**config.mk**
```make
export PLATFORM = sky130hd
export DESIGN_NAME = uart_tx_frame
export DESIGN_NICKNAME = d
export VERILOG_FILES = /design/src/rtl/uart_tx_pkg.sv /design/src/rtl/tx_bit_timer.sv /design/src/rtl/tx_hold_reg.sv /design/src/rtl/tx_parity_gen.sv /design/src/rtl/uart_tx_frame.sv
export SDC_FILE = /design/constraint.sdc
export NUM_CORES = 1
export LEC_CHECK = 0
export ABC_CLOCK_PERIOD_IN_PS = 2000
export BUFFER_PORTS_ARGS = -buffer_cell sky130_fd_sc_hd__buf_2
export CORE_MARGIN = 2
export CORE_UTILIZATION = 51
export CTS_CLUSTER_DIAMETER = 40
export CTS_CLUSTER_SIZE = 30
export DETAILED_ROUTE_END_ITERATION = 7
export PLACE_DENSITY = 0.75
export SLEW_MARGIN = 20
export SYNTH_ARGS = -nofsm -noshare
export SYNTH_HDL_FRONTEND = slang
export SYNTH_SLANG_ARGS = --single-unit
```
**constraint.sdc**
```tcl
create_clock -name clk -period 2 [get_ports clk]
set_clock_uncertainty 0.2 [all_clocks]
set_input_delay 0.4 -clock clk [delete_from_list [all_inputs] [get_ports clk]]
set_output_delay 0.4 -clock clk [all_outputs]
set_load 0.005 [all_outputs]
```
**src/rtl/uart_tx_pkg.sv**
```systemverilog
package uart_tx_pkg;

    typedef enum logic [2:0] {
        ST_IDLE,
        ST_START,
        ST_DATA,
        ST_PARITY,
        ST_STOP1,
        ST_STOP2
    } tx_state_e;

    typedef struct packed {
        logic [1:0] len;
        logic       par_en;
        logic       par_odd;
        logic       stop2;
    } tx_cfg_t;

endpackage

```
**src/rtl/tx_bit_timer.sv**
```systemverilog
module tx_bit_timer #(
    parameter int OVS = 16
) (
    input  logic clk,
    input  logic rst_n,
    input  logic clr,
    input  logic run,
    input  logic tick,
    output logic bit_end
);
    localparam int TW = (OVS > 1) ? $clog2(OVS) : 1;
    localparam logic [TW-1:0] LAST = TW'(OVS - 1);

    logic [TW-1:0] cnt_q;

    assign bit_end = run && tick && (cnt_q == LAST);

    always_ff @(posedge clk or negedge rst_n) begin
        if (!rst_n) begin
            cnt_q <= '0;
        end else if (clr) begin
            cnt_q <= '0;
        end else if (run && tick) begin
            cnt_q <= bit_end ? '0 : cnt_q + 1'b1;
        end
    end
endmodule

```
**src/rtl/tx_hold_reg.sv**
```systemverilog
module tx_hold_reg #(
    parameter int DATA_W = 8
) (
    input  logic              clk,
    input  logic              rst_n,
    input  logic              load,
    input  logic [DATA_W-1:0] din,
    input  logic              take,
    output logic [DATA_W-1:0] dout,
    output logic              full
);
    logic [DATA_W-1:0] data_q;
    logic              full_q;

    always_ff @(posedge clk or negedge rst_n) begin
        if (!rst_n) begin
            data_q <= '0;
            full_q <= 1'b0;
        end else if (load) begin
            data_q <= din;
            full_q <= 1'b1;
        end else if (take) begin
            full_q <= 1'b0;
        end
    end

    assign dout = data_q;
    assign full = full_q;
endmodule

```
**src/rtl/tx_parity_gen.sv**
```systemverilog
module tx_parity_gen #(
    parameter int DATA_W = 8,
    parameter int IDX_W  = 3
) (
    input  logic [DATA_W-1:0] data,
    input  logic [IDX_W-1:0]  last_idx,
    input  logic              odd,
    output logic              par
);
    logic [DATA_W-1:0] used;

    for (genvar i = 0; i < DATA_W; i++) begin : g_mask
        assign used[i] = data[i] & (IDX_W'(i) <= last_idx);
    end

    assign par = odd ? ~(^used) : (^used);
endmodule

```
**src/rtl/uart_tx_frame.sv**
```systemverilog
module uart_tx_frame
    import uart_tx_pkg::*;
#(
    parameter int DATA_W = 8,
    parameter int OVS    = 16
) (
    input  logic              clk,
    input  logic              rst_n,
    input  logic              baud_tick,
    input  logic              freeze,
    input  logic [1:0]        cfg_len,
    input  logic              cfg_par_en,
    input  logic              cfg_par_odd,
    input  logic              cfg_stop2,
    input  logic              cfg_break,
    input  logic              src_valid,
    input  logic [DATA_W-1:0] src_data,
    output logic              src_rd,
    output logic              txd,
    output logic              thr_empty,
    output logic              tx_empty
);
    localparam int IDX_W = $clog2(DATA_W);
    localparam logic [IDX_W-1:0] LEN_BASE = IDX_W'(DATA_W - 4);

    tx_state_e         state_q, state_d;
    tx_cfg_t           cfg_in, cfg_q;
    logic [DATA_W-1:0] shift_q;
    logic [IDX_W-1:0]  bitcnt_q;
    logic [IDX_W-1:0]  last_idx_in, last_idx_q;
    logic              par_q, par_bit;
    logic              hold_full, start_frame, bit_end, line_bit, txd_q;
    logic [DATA_W-1:0] hold_data;

    assign cfg_in      = '{len: cfg_len, par_en: cfg_par_en,
                           par_odd: cfg_par_odd, stop2: cfg_stop2};
    assign last_idx_in = LEN_BASE + IDX_W'(cfg_in.len);
    assign last_idx_q  = LEN_BASE + IDX_W'(cfg_q.len);

    assign src_rd      = !hold_full && src_valid && !freeze;
    assign start_frame = (state_q == ST_IDLE) && hold_full && !freeze;

    tx_hold_reg #(.DATA_W(DATA_W)) u_hold (
        .clk  (clk),
        .rst_n(rst_n),
        .load (src_rd),
        .din  (src_data),
        .take (start_frame),
        .dout (hold_data),
        .full (hold_full)
    );

    tx_bit_timer #(.OVS(OVS)) u_timer (
        .clk    (clk),
        .rst_n  (rst_n),
        .clr    (start_frame || freeze),
        .run    (state_q != ST_IDLE),
        .tick   (baud_tick),
        .bit_end(bit_end)
    );

    tx_parity_gen #(.DATA_W(DATA_W), .IDX_W(IDX_W)) u_par (
        .data    (hold_data),
        .last_idx(last_idx_in),
        .odd     (cfg_in.par_odd),
        .par     (par_bit)
    );

    // Next-state logic
    always_comb begin
        state_d = state_q;
        unique case (state_q)
            ST_IDLE:   if (start_frame) state_d = ST_START;
            ST_START:  if (bit_end) state_d = ST_DATA;
            ST_DATA:   if (bit_end && bitcnt_q == last_idx_q)
                           state_d = cfg_q.par_en ? ST_PARITY : ST_STOP1;
            ST_PARITY: if (bit_end) state_d = ST_STOP1;
            ST_STOP1:  if (bit_end) state_d = cfg_q.stop2 ? ST_STOP2 : ST_IDLE;
            ST_STOP2:  if (bit_end) state_d = ST_IDLE;
            default:   state_d = ST_IDLE;
        endcase
    end

    // State register
    always_ff @(posedge clk or negedge rst_n) begin
        if (!rst_n)      state_q <= ST_IDLE;
        else if (freeze) state_q <= ST_IDLE;
        else             state_q <= state_d;
    end

    // Frame datapath: shifter, bit index, captured settings
    always_ff @(posedge clk or negedge rst_n) begin
        if (!rst_n) begin
            shift_q  <= '0;
            bitcnt_q <= '0;
            cfg_q    <= '0;
            par_q    <= 1'b0;
        end else if (start_frame) begin
            shift_q  <= hold_data;
            bitcnt_q <= '0;
            cfg_q    <= cfg_in;
            par_q    <= par_bit;
        end else if (state_q == ST_DATA && bit_end) begin
            shift_q  <= shift_q >> 1;
            bitcnt_q <= bitcnt_q + 1'b1;
        end
    end

    // Line level selected by state
    always_comb begin
        unique case (state_q)
            ST_IDLE:   line_bit = 1'b1;
            ST_START:  line_bit = 1'b0;
            ST_DATA:   line_bit = shift_q[0];
            ST_PARITY: line_bit = par_q;
            ST_STOP1:  line_bit = 1'b1;
            ST_STOP2:  line_bit = 1'b1;
            default:   line_bit = 1'b1;
        endcase
    end

    // Output register
    always_ff @(posedge clk or negedge rst_n) begin
        if (!rst_n)         txd_q <= 1'b1;
        else if (cfg_break) txd_q <= 1'b0;
        else if (freeze)    txd_q <= 1'b1;
        else                txd_q <= line_bit;
    end

    assign txd       = txd_q;
    assign thr_empty = !hold_full;
    assign tx_empty  = !hold_full && (state_q == ST_IDLE);
endmodule

```
Word level (Yosys, flattened, before mapping)
Index checks and enable logic that the tools add are counted.
Storage, ports and cells
  register bits after elaboration: 33
  bits in latches: 0
  RAM bits: 0
  memory bits (read-only): 0
  input bits: 19
  memories: 0
Cells by class
  add/subtract/negate cells: 4
  multiply operators: 0
  divide/modulo/power cells: 0
  $lt $le $gt $ge: 8
  eq/ne operators: 13
  shift-type cells: 0
  multiplexer cells: 23
  bitwise gates (word level): 9
  reduce and logical (&&, ||, !) cells: 19
Operators with widths (count)
  $mux W3: 11
  $ne A3 B3 Y1 const B: 6
  $pmux W3 S6: 1
  $mux W8: 2
  $le A3 B3 Y1 const A: 4
  $mux W4: 3
  $logic_and A1 B1 Y1: 9
  $and A1 B1 Y1: 8
  $reduce_xor A8 Y1: 1
  $add A3 B2 Y3 const A: 2
  $eq A3 B2 Y1 const B: 2
  $eq A3 B3 Y1 const B: 2
  $le A1 B3 Y1 const A: 2
  $le A2 B3 Y1 const A: 2
  $reduce_and A6 Y1: 1
  $reduce_bool A2 Y1: 3
  $mux W1: 5
  $add A4 B1 Y4 const B: 1
  $eq A4 B4 Y1 const B: 1
  $add A3 B1 Y3 const B: 1
  $eq A3 B1 Y1 const B: 1
  $eq A3 B3 Y1: 1
  $logic_not A3 Y1: 1
  $pmux W1 S3: 1
  other kinds (4): 5

Logic depth before layout (Yosys ltp)
  word-level depth: 7
  mapped depth: 7

By module
A second synthesis with hierarchy kept.
Second synthesis, totals
  cell total of the unflattened synthesis: 179
  area total of the unflattened synthesis: 1836.8 um2
Modules (own cells, without submodules)
  uart_tx_frame: instances 1, cells an instance 115, area an instance 1114.8 um2, seq. area each 501.7 um2
  tx_hold_reg: instances 1, cells an instance 20, area an instance 369.1 um2, seq. area each 225.2 um2
  tx_bit_timer: instances 1, cells an instance 23, area an instance 203.9 um2, seq. area each 100.1 um2
  tx_parity_gen: instances 1, cells an instance 21, area an instance 148.9 um2, seq. area each 0.0 um2

Worst setup path after synthesis
OpenSTA, ideal clock, no wires.
  path kind: flip-flop to flip-flop
  start point: register u_timer.cnt_q[1]
  end point: register state_q[0]
  data arrival time: 1629 ps
  slack: 96 ps
  stages on the path, launching flop included: 6
  clock period less this slack: 1904 ps
  path through: dfrtp_1 ha_1 nand4_1 or4_1 a311o_1 a21oi_2
Between the ends
  word-level cells in the longest chain between the ends: 5
  elaborated cells between the ends (all ways): 9
  classes of those cells: 6 x eq/ne; 3 x reduce/logical
RTL lines
  start: declaration: RTL line tx_bit_timer.sv:14  | logic [TW-1:0] cnt_q;
  start signal: assignment: RTL line tx_bit_timer.sv:24  | cnt_q <= bit_end ? '0 : cnt_q + 1'b1;
  $eq A4 B4 Y1 (*): RTL line tx_bit_timer.sv:16  | assign bit_end = run && tick && (cnt_q == LAST);
  $logic_and A1 B1 Y1 (*): RTL line tx_bit_timer.sv:16
  $logic_and A1 B1 Y1: RTL line uart_tx_frame.sv:75  | ST_DATA: if (bit_end && bitcnt_q == last_idx_q)
  $ne A3 B3 Y1 (no line)
  $reduce_and A6 Y1 (no line) (*)
  end signal: assignment: RTL line uart_tx_frame.sv:88  | else state_q <= state_d;
  end: declaration: RTL line uart_tx_frame.sv:26  | tx_state_e state_q, state_d;
Every way passes the cells marked *; elsewhere a longest branch is shown, timed or not.
A chain may end at the register's enable or synchronous reset.

Final worst setup path
  start point: register state_q[2]
  end point: output tx_empty
Between the ends
  word-level cells in the longest chain between the ends: 2
RTL lines
  $logic_not A3 Y1: RTL line uart_tx_frame.sv:132  | assign tx_empty = !hold_full && (state_q == ST_IDLE);
  $logic_and A1 B1 Y1: RTL line uart_tx_frame.sv:132
  end: declaration: RTL line uart_tx_frame.sv:21  | output logic tx_empty
No other way between the ends.

==> impl_results.md <==
* Post-synth top cells: 32 x dfrtp_1, 32 x nand2_1, 15 x nor2_1
* Layout-stage area growth over the synthesis result at 22.9%
* Final core utilization at 0.663
* Number of antenna violations at the first check in global routing at 0
* Drt wl/cell at 13.6 um
* Post-layout instance area at a little over 0.002 mm^2
* Final worst-path setup slack at 30.8 ps
* Worst setup startpoint: state_q[2]$_DFFE_PN0P_
* Final std cells w/o fill at 259
* Average cell area after synthesis at 9.65 um^2
* TritonCTS clock tree: done
* Unique cell type count in the Yosys netlist at 40
* Prevailing post-synth register cell: dfrtp_1
* Maximum fanout count along the critical path at 5
* Crit start category: register
* Switch Pwr at 847 uW
* Unrepaired setup endpoints after global routing: yes
* Final count of hold timing violations at 0
* Share of total power in sequential cells at 0.447
* Clock latency on the worst-skew pair at around 330 ps
* Top achievable clock speed at 0.508 GHz
* Share of synthesized area occupied by flip-flops and latches at 0.498
* Die area at 0.00373 mm^2
* Setup violation total in the final timing report at 0
* Hold Path Stages at 3
* Final net count at 235
* FF+latch count, synth at 33
* Run status: completed
* Number of DRC violations after detailed routing at 0
* Classification of the worst-slack hold path: in -> reg
* Internal at around 1.6 mW
* Number of search-and-repair iterations in the first detailed-routing pass at 4
* Sw frac at 0.344
* Worst-case headroom to the max-slew limit at 0.521
* Portion of total power attributed to the clock network at 0.142
* Horiz. Die Dim at a little over 60 um
* Placed wire-length estimate after detailed placement at 2470 um
* Worst Hold Launch: cfg_stop2
* Pin count of the biggest net entering global routing at 34
* Endpoint arrival time on the critical path at 1370 ps
* Total of warnings raised by yosys at 0
* Longest Clk Path Bufs at 2
* Hold Slack at 55.8 ps
* Number of nets produced by synthesis at 193
* Wire length of the first global-routing pass at 6200 um
* Kind of end point of the critical path: output pin
* Initial DRC Count at 73
* DP Area at 0.00189 mm^2
* Number of maximum-capacitance constraint violations at 0
* Overall die height at approximately 61 um
* Asr flop ratio synth at 1.00
* Global Route Usage Sum at 0.225
* Final ANT Viol Nets at 0
* Global placer's final weighted congestion at 0.943
* Wire length after detailed routing at 3520 um
* Root buf cell: clkbuf_4
* Area share of the largest cell type after synthesis at 0.483
* Post-Place Worst Slack at ~9 ps
* Cell type with the highest aggregate area in the netlist: dfrtp_1
* I/O Buffers at 22
* Origin of the critical flop-to-flop path: u_timer.cnt_q[0]$_DFFE_PN0P_
* Part of the power in combinational logic at 0.412
* Worst-path clk slew at 100 ps
* Power density over the cells at 1210 mW/mm^2
* Number of sinks on the clock net at 33
* Number of antenna diodes at 0
* Count of mapped cells out of synthesis at around 170
* Core Box Area at 0.00308 mm^2
* Number of ports placed on the die boundary at 23
* Portion of the clock cycle consumed by the worst path in the final layout at 0.985
* Static Leakage at 0.956 nW
* Cell area after synthesis at 0.00166 mm^2
* Via-to-Cell Ratio at 5.38
* Worst-case vdd ir drop at 0.708 mV
* R2r worst-path depth at 5
* Share of final-layout standard cells stronger than drive strength 1 at 0.312
* H-tree depth reported by CTS at 2
* CP Data Required Time at 1400 ps
* Global route total overflow at 0
* Count of flip-flops with a built-in enable after synthesis at 0
* Slew @ Worst Pin at 719 ps
* Most area-consuming cells after synthesis: dfrtp_1 48%, nand2_1 7.2%, mux2_2 5.4%
* Total number of vias at 1393
* Final min period at 1970 ps
* Number of buffers added by the clock tree synthesis step at 5
* Fillers at 258
* Final count of pins violating max slew at 0
* Number of core rows at 20
* Critical path type: reg -> out
* Vias in the first global route at around 1500
* Cell count after placement at 242
* Initial Util at 0.539
-- power by group through the flow --
stage	clock network (mW)	registers [mW]	logic, mW
CTS	0.363	1.09	0.992
floorplan	0	1.05	0.712
global placement	0	1.10	0.939
detailed placement	0	1.10	0.973
finish	0.349	1.10	1.01
global route	0.393	1.13	1.12
-- metal layers --
layer / vias to the layer above / track usage / wire length (um)
li1: 680 / - / -
met1: 678 / 0.268 / 1550
met2: 30 / 0.406 / 1790
met3: 5 / 0.0567 / 135
met4: 0 / 0.0559 / 39
met5: - / 0 / 0
-- per-stage QoR --
stage	TNS (ps)	power [mW]
2_1_floorplan	0	1.76
3_3_place_gp	0	2.04
3_5_place_dp	0	2.07
4_1_cts	0	2.45
5_1_grt	-67.5	2.64
6_report	0	2.46
-- flip-flops by register name, indices dropped and copies added (netlist names) --
name	count
shift_q	8
u_hold.dout	8
cfg_q	4
u_timer.cnt_q	4
bitcnt_q	3
state_q	3
par_q	1
txd	1
u_hold.full	1
-- cell usage in the layout, fill, tap and decap left out, drive strengths merged, types with 2 or more instances in the layout --
cell         synthesis  final
nor4                 2      2
o22ai                2      2
xnor2                6      6
nor2                15     15
mux2                 8      8
a21oi                8      8
a21o                 2      2
inv                  5      5
xor2                 3      3
or3                  4      4
o21ai                7      7
nand2               32     32
o21a                 2      2
a22oi                2      2
nand2b               2      2
ha                   2      2
buf                  5     41
dfrtp               32     32
dlygate4sd3          0      2
clkbuf               3      6
nor3                 6      6
clkinv               0      2
a31oi                6      6
nand3                5      5
-- worst paths after layout --
check | endpoint | slack (ps)
max in group asynchronous | u_hold.full$_DFFE_PN0P_ | 650
min reg2reg | par_q$_DFFE_PN0N_ | 320
max reg2reg | state_q[0]$_DFFE_PN0P_ | 70
min | cfg_q[0]$_DFFE_PN0N_ | 60
max | tx_empty | 30
min in group asynchronous | u_timer.cnt_q[3]$_DFFE_PN0P_ | 460
-- worst max-delay path, stage by stage (launching register included) --
cell and delay (ps):
dfrtp_1 400, or3_4 430, nor2_4 100, buf_2 120
-- layout make-up --
cell class | instances | area [um^2] | area share
Clock buffer | 6 | 41.3 | 0.0202
Clock inverter | 2 | 10.0 | 0.00491
Inverter | 5 | 18.8 | 0.00920
Multi-Input combinational cell | 126 | 797 | 0.391
Sequential cell | 33 | 828 | 0.406
Tap cell | 44 | 55.1 | 0.0270
Timing Repair Buffer | 43 | 289 | 0.142
-- cells by family after synthesis --
logic type,count (synthesis),synth area share
simple gates,72,0.207
compound gates,33,0.125
flops,33,0.498
buf+inv,13,0.0324
xor+xnor,10,0.0611
mux,9,0.0603
fa+ha+maj,2,0.0151
-- what timing repair did --
item	4_1_cts	5_1_grt
resized for setup	3	4
endpoints found under the setup margin	3	13
cloned	0	0
hold endpoints to repair	33	0
setup buffers	2	5
hold buffers	2	0
pin swaps	2	5
(Power assumes the default switching activity.)
